$ cat config.mk
export PLATFORM = sky130hd
export DESIGN_NAME = fp_status_ctrl
export DESIGN_NICKNAME = d
export VERILOG_FILES = /design/src/rtl/fpsc_pkg.sv /design/src/rtl/fpsc_sticky.sv /design/src/rtl/fpsc_raise_fsm.sv /design/src/rtl/fp_status_ctrl.sv
export SDC_FILE = /design/constraint.sdc
export NUM_CORES = 1
export LEC_CHECK = 0
export BUFFER_PORTS_ARGS = -buffer_cell sky130_fd_sc_hd__buf_2
export CAP_MARGIN = 20
export CORE_MARGIN = 4
export CORE_UTILIZATION = 26
export DETAILED_ROUTE_END_ITERATION = 12
export GPL_ROUTABILITY_DRIVEN = 0
export PLACE_DENSITY_LB_ADDON = 0.05
export RECOVER_POWER = 100
export SLEW_MARGIN = 20
export SYNTH_ARGS = -nofsm -noshare
export SYNTH_HDL_FRONTEND = slang
export SYNTH_SLANG_ARGS = --single-unit
$ cat constraint.sdc
create_clock -name clk -period 0.8 [get_ports clk]
set_input_delay 0 -clock clk [delete_from_list [all_inputs] [get_ports clk]]
set_output_delay 0 -clock clk [all_outputs]
set_load 0.02 [all_outputs]
$ cat src/rtl/fpsc_pkg.sv
package fpsc_pkg;

    // Width of the architected status word.
    localparam int STAT_W  = 5;
    localparam int BIT_INV = 4;
    localparam int BIT_DZ  = 3;
    localparam int BIT_OVF = 2;
    localparam int BIT_UNF = 1;
    localparam int BIT_RSV = 0;

    typedef struct packed {
        logic inv;
        logic dz;
        logic ovf;
        logic unf;
    } fp_flags_t;

    typedef enum logic [0:0] {
        RAISE_IDLE = 1'b0,
        RAISE_FIRE = 1'b1
    } raise_state_t;

endpackage

$ cat src/rtl/fpsc_sticky.sv
module fpsc_sticky
    import fpsc_pkg::*;
(
    input  logic              clk,
    input  logic              rst_n,
    input  logic              flag_valid,
    input  fp_flags_t         flags,
    input  logic              wr_en,
    input  logic [STAT_W-1:0] wr_bits,
    output logic [STAT_W-1:0] status
);

    logic [STAT_W-1:0] hw_set;
    logic [STAT_W-1:0] status_d;

    always_comb begin
        hw_set          = '0;
        hw_set[BIT_INV] = flags.inv;
        hw_set[BIT_DZ]  = flags.dz;
        hw_set[BIT_OVF] = flags.ovf;
        hw_set[BIT_UNF] = flags.unf;
    end

    always_comb begin
        if (wr_en) begin
            status_d = wr_bits;
        end else if (flag_valid) begin
            status_d = status | hw_set;
        end else begin
            status_d = status;
        end
    end

    always_ff @(posedge clk) begin
        if (!rst_n) begin
            status <= '0;
        end else begin
            status <= status_d;
        end
    end

    // Without a software write, no status bit falls.
    assert_sticky_R2: assert property (@(posedge clk) disable iff (!rst_n)
        !wr_en |=> ((status & $past(status)) == $past(status)));

    // Without a strobe or a write, the status holds.
    assert_no_strobe_R3: assert property (@(posedge clk) disable iff (!rst_n)
        (!wr_en && !flag_valid) |=> $stable(status));

    // The software write wins over a simultaneous flag update.
    assert_write_wins_R8: assert property (@(posedge clk) disable iff (!rst_n)
        wr_en |=> (status == $past(wr_bits)));

    // Bit 0 can only be set by a software write.
    assert_rsv_bit_R10: assert property (@(posedge clk) disable iff (!rst_n)
        (!wr_en && !status[BIT_RSV]) |=> !status[BIT_RSV]);

endmodule

$ cat src/rtl/fpsc_raise_fsm.sv
module fpsc_raise_fsm
    import fpsc_pkg::*;
#(
    parameter int              ESR_W      = 32,
    parameter logic [ESR_W-1:0] CAUSE_CODE = 6
) (
    input  logic             clk,
    input  logic             rst_n,
    input  logic             flag_valid,
    input  fp_flags_t        flags,
    input  logic             cfg_exc_en,
    input  logic             msr_exc_en,
    output logic             exc_req,
    output logic [ESR_W-1:0] esr_q
);

    raise_state_t state_q;
    raise_state_t state_d;
    logic         qualify;

    // Only this operation's flags count.
    assign qualify = flag_valid && (|flags) && cfg_exc_en && msr_exc_en;

    always_comb begin
        unique case (state_q)
            RAISE_IDLE: state_d = qualify ? RAISE_FIRE : RAISE_IDLE;
            RAISE_FIRE: state_d = qualify ? RAISE_FIRE : RAISE_IDLE;
            default:    state_d = RAISE_IDLE;
        endcase
    end

    always_ff @(posedge clk) begin
        if (!rst_n) begin
            state_q <= RAISE_IDLE;
        end else begin
            state_q <= state_d;
        end
    end

    always_ff @(posedge clk) begin
        if (!rst_n) begin
            esr_q <= '0;
        end else if (qualify) begin
            esr_q <= CAUSE_CODE;
        end
    end

    always_comb begin
        exc_req = (state_q == RAISE_FIRE);
    end

    assert_raise_R4: assert property (@(posedge clk) disable iff (!rst_n)
        (flag_valid && (|flags) && cfg_exc_en && msr_exc_en) |=> exc_req);

    assert_no_raise_R5: assert property (@(posedge clk) disable iff (!rst_n)
        !(flag_valid && (|flags) && cfg_exc_en && msr_exc_en) |=> !exc_req);

    assert_cause_R6: assert property (@(posedge clk) disable iff (!rst_n)
        exc_req |-> (esr_q == CAUSE_CODE));

    assert_esr_hold_R6: assert property (@(posedge clk) disable iff (!rst_n)
        !(flag_valid && (|flags) && cfg_exc_en && msr_exc_en) |=> $stable(esr_q));

endmodule

$ cat src/rtl/fp_status_ctrl.sv
module fp_status_ctrl
    import fpsc_pkg::*;
#(
    parameter int               DATA_W     = 32,
    parameter int               ESR_W      = 32,
    parameter logic [ESR_W-1:0] CAUSE_CODE = 6
) (
    input  logic              clk,
    input  logic              rst_n,
    input  logic              op_flag_valid,
    input  logic              op_flag_invalid,
    input  logic              op_flag_divzero,
    input  logic              op_flag_overflow,
    input  logic              op_flag_underflow,
    input  logic              cfg_fpu_exc_en,
    input  logic              msr_exc_en,
    input  logic              sw_wr_en,
    input  logic [DATA_W-1:0] sw_wr_data,
    output logic [DATA_W-1:0] sw_rd_data,
    output logic [ESR_W-1:0]  esr_q,
    output logic              exc_req
);

    localparam int PAD_W = DATA_W - STAT_W;

    fp_flags_t         flags;
    logic [STAT_W-1:0] status;

    assign flags = '{inv: op_flag_invalid, dz: op_flag_divzero,
                     ovf: op_flag_overflow, unf: op_flag_underflow};

    fpsc_sticky u_sticky (
        .clk        (clk),
        .rst_n      (rst_n),
        .flag_valid (op_flag_valid),
        .flags      (flags),
        .wr_en      (sw_wr_en),
        .wr_bits    (sw_wr_data[STAT_W-1:0]),
        .status     (status)
    );

    fpsc_raise_fsm #(
        .ESR_W      (ESR_W),
        .CAUSE_CODE (CAUSE_CODE)
    ) u_raise (
        .clk        (clk),
        .rst_n      (rst_n),
        .flag_valid (op_flag_valid),
        .flags      (flags),
        .cfg_exc_en (cfg_fpu_exc_en),
        .msr_exc_en (msr_exc_en),
        .exc_req    (exc_req),
        .esr_q      (esr_q)
    );

    assign sw_rd_data = {{PAD_W{1'b0}}, status};

    // A written word reads back with its upper bits cleared.
    assert_wr_mask_R7: assert property (@(posedge clk) disable iff (!rst_n)
        sw_wr_en |=> (sw_rd_data == {{PAD_W{1'b0}}, $past(sw_wr_data[STAT_W-1:0])})
                     && ($past(sw_wr_data) == $past(sw_wr_data)));

    assert_rd_upper_R7: assert property (@(posedge clk) disable iff (!rst_n)
        sw_rd_data[DATA_W-1:STAT_W] == '0);

endmodule

==> metrics, run 1 <==
outcome=finished, final reports clean; Worst IR Drop VDD=0.489 mV; Final min period=799 ps; Worst Skew=0 ps; number of enable flip-flop cells after synthesis=0; Synth area leader=buf_4; number of global-route vias before repair=331; CTS tree=built; TritonCTS Buffers=3; FF+latch area=155 um^2; Post-synth ARST share=0; simple-gate share of the synthesized area=0.106; clock buffer depth=2; # Post-CTS Setup Buffers=0; Max-cap violations=0; fin. max-slew vios=0; LEAKAGE=0.410 nW; multi-input combinational cell area=340 um^2; Site Rows=18; Synth Cell Area=717 um^2; Synth Area in Compound Gates=0.0558; I/O Pins=107; max frequency=1250 MHz; fill count=287; DP Cell Count=135; Yosys cell types=14; hold_ws=22.5 ps; pwr dens=1630 nW/um^2; core area=2540 um^2; GRT Overall Usage=0.0536; most common cell in the synthesized netlist=buf_4; chip width=60.5 um; H-tree depth=1; latest clock arrival within the worst-skew pair=250 ps; initial antenna violation count=0; number of port buffers=22; Cell Chain, Critical Path=a211o_1, and3_1; Root Driver=clkbuf_4; Worst setup EP type=flip-flop; largest net degree at the start of global routing=10; Crit path largest cell delay=340 ps; Final Cycle Share=0.999; final hold violations=0; clock sink count=7; register area share after synthesis=0.195; class of the worst hold path=in -> reg; GRT overflow=0; mux cell area share after synthesis=0.0140; CP max stage cell=dfxtp_4; Avg Inst Size Synth=8.34 um^2; Yosys reg bits=7; Worst EP arrival=940 ps; CP required=940 ps; Initial Util=0.282; die area=3660 um^2; clock slew at reported path FFs=50 ps; DRC=0; Pre-Repair DR Iteration Count=3; Post-Synth XOR/XNOR Area=0; fraction of synthesized cell area taken by the top area cell type=0.607; share of cells above drive strength 1=0.257; main combinational cell family by area after synthesis=buffers and inverters; Final Instance Count excl. Fillers=139; Die H=60.5 um; post-DP HPWL=1090 um; RSZ-0062 raised after global routing=true; WL per Instance=8.86 um; nets@finish=152; critical setup path kind=reg -> reg; first-pass GRT wire length=1430 um; adder-cell area share of the yosys netlist=0; ANT cells=0; Crit Path Max Fanout=2; predominant post-synthesis flop cell=dfxtp_1; Final Power=0.00109 W; total number of vias=435; crit start category=flip-flop; Syn Inst Count=86; cell types occupying the most area after synthesis=buf_4 61%, dfxtp_1 20%, a211o_1 4.9%, and3_1 3.5%, nand2b_1 3.5%; Commonest cells post-synth=58 x buf_4, 7 x dfxtp_1, 4 x a211o_1, 4 x and3_1, 4 x nand2b_1; vias per cell=3.13; ANT nets after route=0; synth warn=0; area grow syn2layout=-6.81%; Setup-failing EPs final=0; First DRT Iteration DRCs=10; WL final=1230 um
flip-flops by register name, summed over array words and instances, names as in the netlist:
register / cells
u_raise.exc_req: 1
u_raise.esr_q: 1
u_sticky.status: 5
path summary, 6_finish.rpt:
path,startpoint,to,cells past startpoint,slack (ps)
worst max-delay path,u_sticky.status[2]$_SDFFE_PN0P_,u_sticky.status[2]$_SDFFE_PN0P_,2,1
worst min-delay path,op_flag_overflow,u_raise.exc_req$_SDFF_PN0_,3,20
worst max register to register,u_sticky.status[2]$_SDFFE_PN0P_,u_sticky.status[2]$_SDFFE_PN0P_,2,1
worst min register to register,u_raise.esr_q[1]$_SDFFE_PN0P_,u_raise.esr_q[1]$_SDFFE_PN0P_,2,490
where the power goes:
part           internal, W  total (W)  leakage, nW  switching [W]
Sequential        0.000370   0.000381       0.0602      0.0000112
Clock             0.000190   0.000322       0.0150       0.000132
Combinational    0.0000680   0.000386        0.334       0.000318
metrics by stage:
step                utilization  setup WS (ps)  TNS, ps  cell area (um^2)
floorplan                     -           2.52        0               942
global placement          0.253           11.6        0               643
detailed placement        0.253           7.30        0               643
CTS                       0.263        -0.0324  -0.0324               669
global route              0.263          -37.5    -84.9               668
finish                    0.263           1.06        0               668
layout by cell type, fill, tap and decap left out:
master / n
a211o_1: 4
nor2_1: 1
nor4_1: 1
dfxtp_1: 3
dfxtp_4: 4
nand4_1: 1
clkbuf_4: 3
nand2b_1: 4
clkbuf_2: 5
nand2_1: 1
mux2i_1: 1
nor2b_1: 1
buf_2: 16
conb_1: 57
o21ai_0: 1
clkbuf_1: 2
and3_1: 4
final cells by class:
cell class	instances	share of cell area
Timing Repair Buffer	22	0.163
Sequential cell	7	0.232
Tap cell	30	0.0562
Multi-Input combinational cell	76	0.509
Clock buffer	4	0.0393
critical path, delay by kind of cell (launching register included):
family / cells / cell delay [ps]
flops: 1 / 340
compound gates: 1 / 220
simple gates: 1 / 140
logic make-up after synthesis:
group	Yosys count
other	1
AO/OA/AOI/OAI	5
buffers and inverters	59
flip-flops	7
AND/OR/NAND/NOR	13
multiplexers	1
metal layers:
metal / part of all wire / GRT usage / vias to the layer above
met1: 0.31 / 0.0550 / 185
met2: 0.46 / 0.0926 / 45
met3: 0.23 / 0.0170 / 0
li1: - / - / 205
met4: 0 / 0.0372 / 0
met5: 0 / 0 / -
what timing repair did:
action / in CTS / in global routing
hold buffers: 0 / 0
endpoints found under the setup margin: 1 / 3
gates resized for setup: 0 / 0
endpoints found under the hold margin: 0 / 0
No activity file was read; power rests on OpenSTA's default activity.
==> run 2: changes to the inputs <==
- ABC_AREA: not set -> 1
- CORE_UTILIZATION: 26 -> 27
- GPL_TIMING_DRIVEN: not set -> 0
- PLACE_DENSITY_LB_ADDON: 0.05 -> 0.3
==> run 2 against run 1 <==
  * Area after synthesis up 1.6%
  * Global-route usage increased by 2.5 points
  * First-iteration DRC count grew 20%
  * Clock power barely moved
  * Via count grew 44%
  * Sequential share of layout area fell by 11 points
  * Sequential power is 1% higher
  * Worst setup slack gained 48 ps
  * Largest cell class is now non-clock buffers
  * Fmax increased by 6.4%
==> metrics, run 2 <==
multi-input combinational cell area=340 um^2; Site Rows=18; core area=2520 um^2; chip width=59.9 um; Initial Util=0.289; Worst EP arrival=750 ps; reg2reg start=u_sticky.status[2]$_SDFFE_PN0P_; area grow syn2layout=53.6%; Largest register FFs=5; Synth Cell Area=728 um^2; DP Cell Count=212; Finished Core Util=0.443; Buf+Inv Stages, Crit Path=1; Synth Area in Compound Gates=0.0344; WL final=1470 um; latest clock arrival within the worst-skew pair=250 ps; simple-gate share of the synthesized area=0.139; most flop-heavy register=u_sticky.status; GRT Overall Usage=0.0790; First DRT Iteration DRCs=12; pwr dens=1190 nW/um^2; fin. max-slew vios=0; class of the worst hold path=in -> reg; RSZ-0062 raised after global routing=false; critical path depth=1; Total Neg Setup Slack=0 ps; Die H=59.9 um; Worst Skew=0 ps; LEAKAGE=0.774 nW; Synth area leader=buf_4; hold_ws=25.5 ps; CP required=800 ps; nets@finish=229; Yosys reg bits=7; Post-Synth XOR/XNOR Area=0; largest net degree at the start of global routing=8; number of port buffers=22; crit-path leading delay family=flip-flops; Cell Chain, Critical Path=buf_2; WL per Instance=6.79 um; ANT cells=0; GRT overflow=0; register area share after synthesis=0.192; Yosys cell types=8; Crit path largest cell delay=330 ps; most common cell after layout, fill and taps aside=buf_4; Worst setup EP type=output port; number of global-route vias before repair=540; CP max stage cell=dfxtp_1; hold-critical path endpoint=u_sticky.status[3]$_SDFFE_PN0P_; clock sink count=7; number of enable flip-flop cells after synthesis=0; Commonest cells post-synth=58 x buf_4, 14 x nand2_1, 13 x nor2_1, 7 x dfxtp_1; Final Cycle Share=0.939; Worst IR Drop VDD=0.548 mV; Post-synth ARST share=0; fill count=277; final hold violations=0; fraction of synthesized cell area taken by the top area cell type=0.598; clock buffer depth=2; post-DP HPWL=1390 um; most common cell in the synthesized netlist=buf_4; Setup-failing EPs final=0; ANT nets after route=0; CTS tree=built; outcome=finished, final reports clean; R2R Path End=u_sticky.status[2]$_SDFFE_PN0P_; Final min period=751 ps; predominant post-synthesis flop cell=dfxtp_1; cell types occupying the most area after synthesis=buf_4 60%, dfxtp_1 19%, nand2_1 7.2%, nor2_1 6.7%, o21ai_0 3.4%; Final Instance Count excl. Fillers=216; total number of vias=625; Root Driver=clkbuf_4; first-pass GRT wire length=2150 um; vias per cell=2.89; Worst Hold Launch=sw_wr_data[3]; FF+latch area=141 um^2; Syn Inst Count=104; Avg Inst Size Synth=7.00 um^2; clock slew at reported path FFs=50 ps; synth warn=0; Max-cap violations=0; commonest cells after routing, fill and taps aside=58 x buf_4, 57 x conb_1, 18 x buf_2; main combinational cell family by area after synthesis=buffers and inverters; reg-to-reg setup timing slack=150 ps; adder-cell area share of the yosys netlist=0; TritonCTS Buffers=3; die area=3590 um^2; I/O Pins=107; H-tree depth=1; critical setup path kind=reg -> out; share of cells above drive strength 1=0.452; max frequency=1330 MHz; Pre-Repair DR Iteration Count=2; crit start category=flip-flop; Crit Path Max Fanout=2; mux cell area share after synthesis=0; DRC=0; initial antenna violation count=0; Final Power=0.00133 W; FF-to-FF path depth=4; worst hold path cell count=3
==> run 2: cell types whose count changed in the layout (fill, tap and decap cells not counted), moves of 5 or more <==
cell / previous run / this run
buf_4: 0 / 58
nand2_1: 1 / 14
nor2_1: 1 / 13
inv_1: 0 / 5
==> run 2: cell type report <==
type	count	area share
plain buffers	57	0.383
clock buffers	4	0.0235
inverters	6	0.0201
multi-input cells	89	0.304
flip-flops and latches	7	0.126
well taps	30	0.0336
repair buffers	23	0.110
==> run 2: cell families (layout without fill, tap and decap cells) <==
group,after synthesis,after routing
other,1,57
AOI/OAI and AO/OA,5,5
and+or+nand+nor,27,27
DFF,7,7
buffers and inverters,64,90
==> run 2: worst max-delay path by stage <==
stage / to / startpoint
2_1_floorplan: u_sticky.status[1]$_SDFFE_PN0P_ / u_sticky.status[1]$_SDFFE_PN0P_
3_3_place_gp: u_sticky.status[3]$_SDFFE_PN0P_ / u_sticky.status[3]$_SDFFE_PN0P_
3_5_place_dp: u_sticky.status[2]$_SDFFE_PN0P_ / u_sticky.status[2]$_SDFFE_PN0P_
4_1_cts: esr_q[1] / u_raise.esr_q[1]$_SDFFE_PN0P_
5_1_grt: sw_rd_data[0] / u_sticky.status[0]$_SDFFE_PN0P_
6_report: sw_rd_data[0] / u_sticky.status[0]$_SDFFE_PN0P_
==> run 2: power breakdown <==
part           switching, W  internal (W)  leakage, nW
Clock              0.000129      0.000190       0.0150
Sequential        0.0000117      0.000373       0.0585
Combinational      0.000367      0.000254        0.701
==> run 2: per-stage QoR <==
| stage | instance area [um^2] | setup WS, ps |
|---|---|---|
| 2_1_floorplan | 938 | 104 |
| 3_3_place_gp | 1090 | 176 |
| 3_5_place_dp | 1090 | 169 |
| 4_1_cts | 1120 | 29.1 |
| 5_1_grt | 1120 | 3.44 |
| 6_report | 1120 | 48.9 |
==> run 2: worst reg2reg max path, cell delays in order (launching register included) <==
cell and delay (ps):
dfxtp_1 310, nor2_1 100, nand2_1 50, inv_1 50, nor2_1 30
==> run 2: routing by layer <==
metal | up-vias | GRT usage | part of all wire | wire length (um)
li1 | 360 | - | - | -
met1 | 219 | 0.0902 | 0.35 | 517
met3 | 2 | 0.0173 | 0.16 | 235
met5 | - | 0 | 0 | 0
met4 | 0 | 0.0665 | 0.016 | 24
met2 | 44 | 0.123 | 0.47 | 690
==> run 2: repair_timing <==
action | CTS | global route
endpoints found under the hold margin | 1 | 0
pin swaps | 0 | 0
gates resized for setup | 3 | 2
hold buffers | 1 | 0
setup endpoints to repair | 1 | 2
setup buffers | 0 | 0
